## config.mk

```make
export PLATFORM = sky130hd
export DESIGN_NAME = sysexc_ctrl_word
export DESIGN_NICKNAME = d
export VERILOG_FILES = /design/src/rtl/sysexc_pkg.sv /design/src/rtl/sysexc_wr_decode.sv /design/src/rtl/sysexc_status_pack.sv /design/src/rtl/sysexc_ctrl_word.sv
export SDC_FILE = /design/constraint.sdc
export NUM_CORES = 1
export LEC_CHECK = 0
export ABC_AREA = 1
export BUFFER_PORTS_ARGS = -buffer_cell sky130_fd_sc_hd__buf_2
export CORE_AREA = 2 2 95 97
export DETAILED_ROUTE_END_ITERATION = 8
export DIE_AREA = 0 0 97 99
export PLACE_DENSITY_LB_ADDON = 0.1
export SLEW_MARGIN = 20
export SYNTH_ARGS = -nofsm -noshare
export SYNTH_HDL_FRONTEND = slang
export SYNTH_SLANG_ARGS = --single-unit
export TNS_END_PERCENT = 10
```

## constraint.sdc

```tcl
create_clock -name clk -period 2.5 [get_ports clk]
set_input_delay 0.125 -clock clk [delete_from_list [all_inputs] [get_ports clk]]
set_output_delay 0.125 -clock clk [all_outputs]
set_load 0.1 [all_outputs]
```

## src/rtl/sysexc_pkg.sv

```systemverilog
package sysexc_pkg;
  localparam int unsigned ADDR_W   = 12;
  localparam int unsigned DATA_W   = 32;
  localparam int unsigned VEC_W    = 9;
  localparam int unsigned EXT_BASE = 16;

  localparam logic [ADDR_W-1:0] OFS_CTRL = 12'hD04;
  localparam logic [ADDR_W-1:0] OFS_TRIG = 12'hF00;

  // Bit positions shared by the write decode and the read packing
  localparam int unsigned B_NMI_SET  = 31;
  localparam int unsigned B_PSV_SET  = 28;
  localparam int unsigned B_PSV_CLR  = 27;
  localparam int unsigned B_TICK_SET = 26;
  localparam int unsigned B_TICK_CLR = 25;
  localparam int unsigned B_ANY_PEND = 22;
  localparam int unsigned B_PEND_LSB = 12;
  localparam int unsigned B_OTHER    = 11;

  // Set wins over clear in the same word
  function automatic logic clr_gate(input logic set_b, input logic clr_b);
    return clr_b & ~set_b;
  endfunction

  function automatic logic [DATA_W-1:0] pack_word(
      input logic [VEC_W-1:0] act_f, input logic other_act,
      input logic [VEC_W-1:0] pend_f, input logic any_pend,
      input logic tick_p, input logic psv_p, input logic nmi_p);
    logic [DATA_W-1:0] w;
    w = '0;
    w[VEC_W-1:0]                   = act_f;
    w[B_OTHER]                     = other_act;
    w[B_PEND_LSB +: VEC_W]         = pend_f;
    w[B_ANY_PEND]                  = any_pend;
    w[B_TICK_SET]                  = tick_p;
    w[B_PSV_SET]                   = psv_p;
    w[B_NMI_SET]                   = nmi_p;
    return w;
  endfunction
endpackage

```

## src/rtl/sysexc_wr_decode.sv

```systemverilog
module sysexc_wr_decode
  import sysexc_pkg::*;
#(
  parameter int unsigned NUM_EXT = 64
) (
  input  logic              wr,
  input  logic [ADDR_W-1:0] addr,
  input  logic [DATA_W-1:0] wdata,
  output logic              nmi_set,
  output logic              psv_set,
  output logic              psv_clr,
  output logic              tick_set,
  output logic              tick_clr,
  output logic              swi_fire,
  output logic [VEC_W-1:0]  swi_id
);
  localparam logic [VEC_W:0] ID_LIMIT = (VEC_W+1)'(NUM_EXT);

  logic hit_ctrl, hit_trig, id_in_range;
  logic unused_bits;

  assign hit_ctrl    = wr && (addr == OFS_CTRL);
  assign hit_trig    = wr && (addr == OFS_TRIG);
  assign swi_id      = wdata[VEC_W-1:0];
  assign id_in_range = {1'b0, swi_id} < ID_LIMIT;

  assign nmi_set  = hit_ctrl & wdata[B_NMI_SET];
  assign psv_set  = hit_ctrl & wdata[B_PSV_SET];
  assign psv_clr  = hit_ctrl & clr_gate(wdata[B_PSV_SET], wdata[B_PSV_CLR]);
  assign tick_set = hit_ctrl & wdata[B_TICK_SET];
  assign tick_clr = hit_ctrl & clr_gate(wdata[B_TICK_SET], wdata[B_TICK_CLR]);
  assign swi_fire = hit_trig & id_in_range;

  assign unused_bits = ^{wdata[30:29], wdata[24:VEC_W]};
endmodule

```

## src/rtl/sysexc_status_pack.sv

```systemverilog
module sysexc_status_pack
  import sysexc_pkg::*;
#(
  parameter int unsigned NUM_EXT = 64
) (
  input  logic               act_vld,
  input  logic [VEC_W-1:0]   act_vec,
  input  logic               pend_vld,
  input  logic [VEC_W-1:0]   pend_vec,
  input  logic [NUM_EXT-1:0] ext_pend,
  input  logic [NUM_EXT-1:0] ext_act,
  input  logic               nmi_pend,
  input  logic               psv_pend,
  input  logic               tick_pend,
  output logic [DATA_W-1:0]  word
);
  logic [NUM_EXT-1:0] other_hit;

  for (genvar i = 0; i < NUM_EXT; i++) begin : g_other
    localparam logic [VEC_W-1:0] MY_VEC = VEC_W'(EXT_BASE + i);
    assign other_hit[i] = ext_act[i] & ~(act_vld && (act_vec == MY_VEC));
  end

  assign word = pack_word(act_vld ? act_vec : '0, |other_hit,
                          pend_vld ? pend_vec : '0, |ext_pend,
                          tick_pend, psv_pend, nmi_pend);
endmodule

```

## src/rtl/sysexc_ctrl_word.sv

```systemverilog
module sysexc_ctrl_word
  import sysexc_pkg::*;
#(
  parameter int unsigned NUM_EXT = 64
) (
  input  logic               clk,
  input  logic               rst_n,
  input  logic               bus_wr,
  input  logic               bus_rd,
  input  logic [11:0]        bus_addr,
  input  logic [31:0]        bus_wdata,
  output logic [31:0]        bus_rdata,
  output logic               bus_rvalid,
  input  logic               act_vld,
  input  logic [8:0]         act_vec,
  input  logic               pend_vld,
  input  logic [8:0]         pend_vec,
  input  logic [NUM_EXT-1:0] ext_pend,
  input  logic [NUM_EXT-1:0] ext_act,
  input  logic               nmi_pend,
  input  logic               psv_pend,
  input  logic               tick_pend,
  output logic               nmi_set_o,
  output logic               psv_set_o,
  output logic               psv_clr_o,
  output logic               tick_set_o,
  output logic               tick_clr_o,
  output logic               swi_fire_o,
  output logic [8:0]         swi_id_o
);
  logic [DATA_W-1:0] status_word;
  logic [DATA_W-1:0] rd_mux;

  sysexc_wr_decode #(.NUM_EXT(NUM_EXT)) u_dec (
    .wr(bus_wr), .addr(bus_addr), .wdata(bus_wdata),
    .nmi_set(nmi_set_o), .psv_set(psv_set_o), .psv_clr(psv_clr_o),
    .tick_set(tick_set_o), .tick_clr(tick_clr_o),
    .swi_fire(swi_fire_o), .swi_id(swi_id_o)
  );

  sysexc_status_pack #(.NUM_EXT(NUM_EXT)) u_pack (
    .act_vld(act_vld), .act_vec(act_vec),
    .pend_vld(pend_vld), .pend_vec(pend_vec),
    .ext_pend(ext_pend), .ext_act(ext_act),
    .nmi_pend(nmi_pend), .psv_pend(psv_pend), .tick_pend(tick_pend),
    .word(status_word)
  );

  assign rd_mux = (bus_addr == OFS_CTRL) ? status_word : '0;

  always_ff @(posedge clk or negedge rst_n) begin
    if (!rst_n) begin
      bus_rvalid <= 1'b0;
      bus_rdata  <= '0;
    end else begin
      bus_rvalid <= bus_rd;
      if (bus_rd) bus_rdata <= rd_mux;
    end
  end
endmodule

```

## Word-level counts from Yosys, hierarchy flattened

Index checks and enable logic that the tools add are counted.
W data, S select, Z words.

- Flip-flop bits (word level): 33
- Bits of input ports: 199
- Output and inout port bits: 48
- Logic and storage cells: 278

- Magnitude comparators: 1
- Equal/unequal tests: 66
- Muxes and demuxes: 3
- Bitwise logic cells: 138
- Reduce and logical (&&, ||, !) cells: 68

Operators with widths:

| operator | count |
|---|---|
| $eq A9 B6 Y1 const B | 32 |
| $eq A9 B5 Y1 const B | 16 |
| $eq A9 B7 Y1 const B | 16 |
| $reduce_or A64 Y1 | 2 |
| $and A1 B1 Y1 | 72 |
| $logic_and A1 B1 Y1 | 66 |
| $not A1 Y1 | 66 |
| $mux W32 | 1 |
| $eq A12 B12 Y1 const B | 2 |
| $mux W9 | 2 |
| $lt A9 B7 Y1 const B | 1 |

## Depth between registers and ports, before layout

- Depth after elaboration: 6
- Depth in mapped cells: 15
- Gate-level depth less buffers: 14

## Hierarchy

A second synthesis with hierarchy kept.

- Cell total of the unflattened synthesis: 565
- Area total of the unflattened synthesis: 3278.1 sq um

By module, submodules not included:

| module | times used | cells an instance | area each (sq um) | seq. area each (sq um) |
|---|---|---|---|---|
| sysexc_ctrl_word | 1 | 218 | 1676.6 | 825.8 |
| sysexc_status_pack | 1 | 305 | 1398.8 | 0.0 |
| sysexc_wr_decode | 1 | 42 | 202.7 | 0.0 |

## Least setup slack after synthesis

OpenSTA, ideal clock, no wires.

- Path kind: input-to-output
- Start: in bus_addr[5]
- End: out nmi_set_o
- Arrival time: 2198 ps
- Required time: 2375 ps
- Setup slack: 177 ps
- Cell stages on the path: 6
- Buffers on the path: 0
- Cells stage by stage: nor2_1 > nand2_1 > nor4_1 > nand4_1 > or2_2 > nor2_1

- Cells in the longest elaborated chain, start to end: 3

Ends and longest elaborated chain:

| element | RTL line | RTL |
|---|---|---|
| start, declared | sysexc_ctrl_word.sv:10 | `input logic [11:0] bus_addr,` |
| $eq A12 B12 Y1 | sysexc_wr_decode.sv:22 | `assign hit_ctrl = wr && (addr == OFS_CTRL);` |
| $logic_and A1 B1 Y1 | sysexc_wr_decode.sv:22 |  |
| $and A1 B1 Y1 | sysexc_wr_decode.sv:27 | `assign nmi_set = hit_ctrl & wdata[B_NMI_SET];` |
| end, declared | sysexc_ctrl_word.sv:23 | `output logic nmi_set_o,` |

Every way passes these cells.

## Worst setup path after layout

- Start: in bus_addr[5]
- End: out psv_set_o

- Cells in the longest elaborated chain, start to end: 3

Ends and longest elaborated chain:

| element | RTL line | RTL |
|---|---|---|
| $eq A12 B12 Y1 | sysexc_wr_decode.sv:22 |  |
| $logic_and A1 B1 Y1 | sysexc_wr_decode.sv:22 |  |
| $and A1 B1 Y1 | sysexc_wr_decode.sv:28 | `assign psv_set = hit_ctrl & wdata[B_PSV_SET];` |
| end, declared | sysexc_ctrl_word.sv:24 | `output logic psv_set_o,` |

Every way passes these cells.

==> run metrics <==
status complete, no violations; worst endpoint required time 2.38 ns; Yosys top cell area share between 20% and 30%; Max VDD drop around 0.19 mV; fraction of layout cells with a size suffix above 1 37.86%; filler instances slightly below 1,000; reg-to-reg startpoint bus_rdata[28]; Worst setup EP type output pin; drt first pass iters 4; Num CTS Buffers 3; largest net degree at the start of global routing 25; global-route wire length before repair 13,720 µm; core footprint between 8000 and 9000 µm²; max cap viols 0; clock slew at reported path FFs ~0.080 ns; DRC violations left 0; fin cells 697; Hold Path End bus_rdata[26]; Warnings, synthesis 0; CP Max Fanout 5; footprint of the multi-input gates between 1000 and 1500 µm²; largest area contributor in the netlist nand2_1; cell area after synthesis 2251 µm²; Post CTS Setup Buffer Count 0; Crit Path Class in -> out; post-synthesis sequential area ratio between 20% and 30%; FF-to-FF path depth 1; worst hold start tick_pend; DRT iter0 DRCs 75; total global-route track usage 16.87%; Max H-tree Level 1; Final #Nets slightly below 800; hpwl dp between 7000 and 8000 µm; clk_lat worst skew about 0.26 ns; Root Driver clkbuf_8; Cell Rows 34; Seq cells post-synth 24; DIE AREA a little under 10,000 µm²; PortBufs between 200 and 250; CTS Hold Bufs 2; Max Clk Rate approximately 0.54 GHz; Final setup viols 0; total wire length 8534 µm; placed insts 691; pwr/cell area around 300 nW/µm²; DRT antenna net count 0; Tcrit/Tclk final 73.80%; cell count after synthesis 390; Antenna diodes 0; initial antenna violation count 0; post-layout power 995.3 µW; Startpoint Class primary input; io pins ~250; Hold Path Depth 2; Period minus WS final ~1.8 ns; Reg2Reg Setup Slack roughly 1.8 ns; sequential cell area about 600 µm²; Setup TNS Final 0 ns; RSZ-0062 raised after global routing false; clk sinks 24; final clock skew 0 ns; Via density ~4.5; reg2reg end bus_rdata[28]; endpoints failing hold 0; clock tree buffer depth 2; Slew headroom around three fifths; Die Span Y just under 100 µm; Slew @ Worst Pin roughly 0.62 ns; Worst Path Arrival 1.72 ns; starting density of the core 26.32%; die width 97 µm; Worst Hold Class in -> reg; vias in the first global route about 3,100; Overflow after GRT 0; final max-slew violation count 0; area delta synth->final 49.64%; Synth cell types 23; vias roughly 3,100; Synth Area per Inst 5.772 µm²; hold_ws about 0.079 ns; post-CTS sizing 0; WL per Instance about 12 µm; leak pwr between 0.0015 and 0.002 µW; TritonCTS clock tree yes; largest cells by area after synthesis nand2_1 (28%), dfrtp_1 (27%), nor2_1 (7.7%), buf_4 (6.7%), nand3_1 (6.2%); Placer Congestion ~0.82
power by group:
group	leakage [µW]	switching (µW)	internal, µW
sequential	0.000333	0.197	389
combinational	0.00163	213	135
clock	0.0000288	118	140
cell usage in the layout, fill, tap and decap left out, drive strengths merged, types with 3 or more instances in the layout:
cell    instances
nand4           7
a22o            3
nor4           21
nand3          29
inv            30
nor3            7
clkbuf          4
o21ai          19
conb            9
nor2           50
nand2         168
buf           211
dfrtp          24
metal layers:
metal	global-route usage [%]	vias up	share of wire, %
met5	0	-	0
met4	3.467	0	1.2
met3	2.340	15	7.0
met2	31.73	138	49
met1	20.51	1340	43
li1	-	1628	-
critical path: stages:
cell     delay, ns
buf_2         0.09
nor2_1        0.10
nand2_1       0.06
nor4_1        0.27
nand4_1       0.20
or2_2         0.36
nor2_1        0.09
buf_2         0.43
worst max-delay path by stage:
stage                     depth (start not counted)       endpoint   startpoint
after global routing                              8      psv_set_o  bus_addr[1]
after global placement                           14  bus_rdata[11]   act_vec[8]
after CTS                                         8     tick_clr_o  bus_addr[5]
after floorplan                                   6      nmi_set_o  bus_addr[5]
after detailed placement                         15  bus_rdata[11]   act_vec[7]
final                                             8      psv_set_o  bus_addr[5]
stage by stage:
stage,setup WS (ns),area [µm²],util [%]
4_1_cts,0.6587,3368,39.39
3_5_place_dp,0.6150,3293,38.51
3_3_place_gp,0.6507,3293,38.51
2_1_floorplan,0.1771,2281,-
6_report,0.6549,3368,39.39
5_1_grt,0.4385,3368,39.39
cell families (layout without fill, tap and decap cells):
kind of cell / count (synthesis) / in the layout / share of synthesized area [%]
flops: 24 / 24 / 26.68
other cells: 1 / 9 / 0.1666
simple gates: 286 / 286 / 54.20
compound gates: 22 / 22 / 5.392
buf+inv: 57 / 248 / 13.56
final cells by class:
| type | count | share of cell area (%) |
|---|---|---|
| Multi-Input combinational cell | 317 | 40.82 |
| Clock buffer | 4 | 1.634 |
| Timing Repair Buffer | 213 | 32.24 |
| Tap cell | 108 | 4.012 |
| Sequential cell | 24 | 17.83 |
| Inverter | 31 | 3.455 |
synthesized netlist by cell type:
cell type / count
o21ai_1: 1
conb_1: 1
nor4_1: 21
and3_1: 1
nand3_2: 1
buf_2: 1
nand3_1: 28
nand4_1: 7
nand2_1: 168
o21ai_0: 18
buf_4: 20
dfrtp_1: 24
nor3_2: 1
a22o_1: 3
nor2_2: 4
nor2_1: 46
clkinv_1: 1
buf_6: 2
clkbuf_1: 3
nor3_1: 6
nand3b_1: 1
inv_1: 30
or2_2: 2
sequential cells by signal, summed over array words and instances, names as in the netlist:
name,count
bus_rdata,23
bus_rvalid,1
Note: power is estimated with default switching activity, not from simulation.
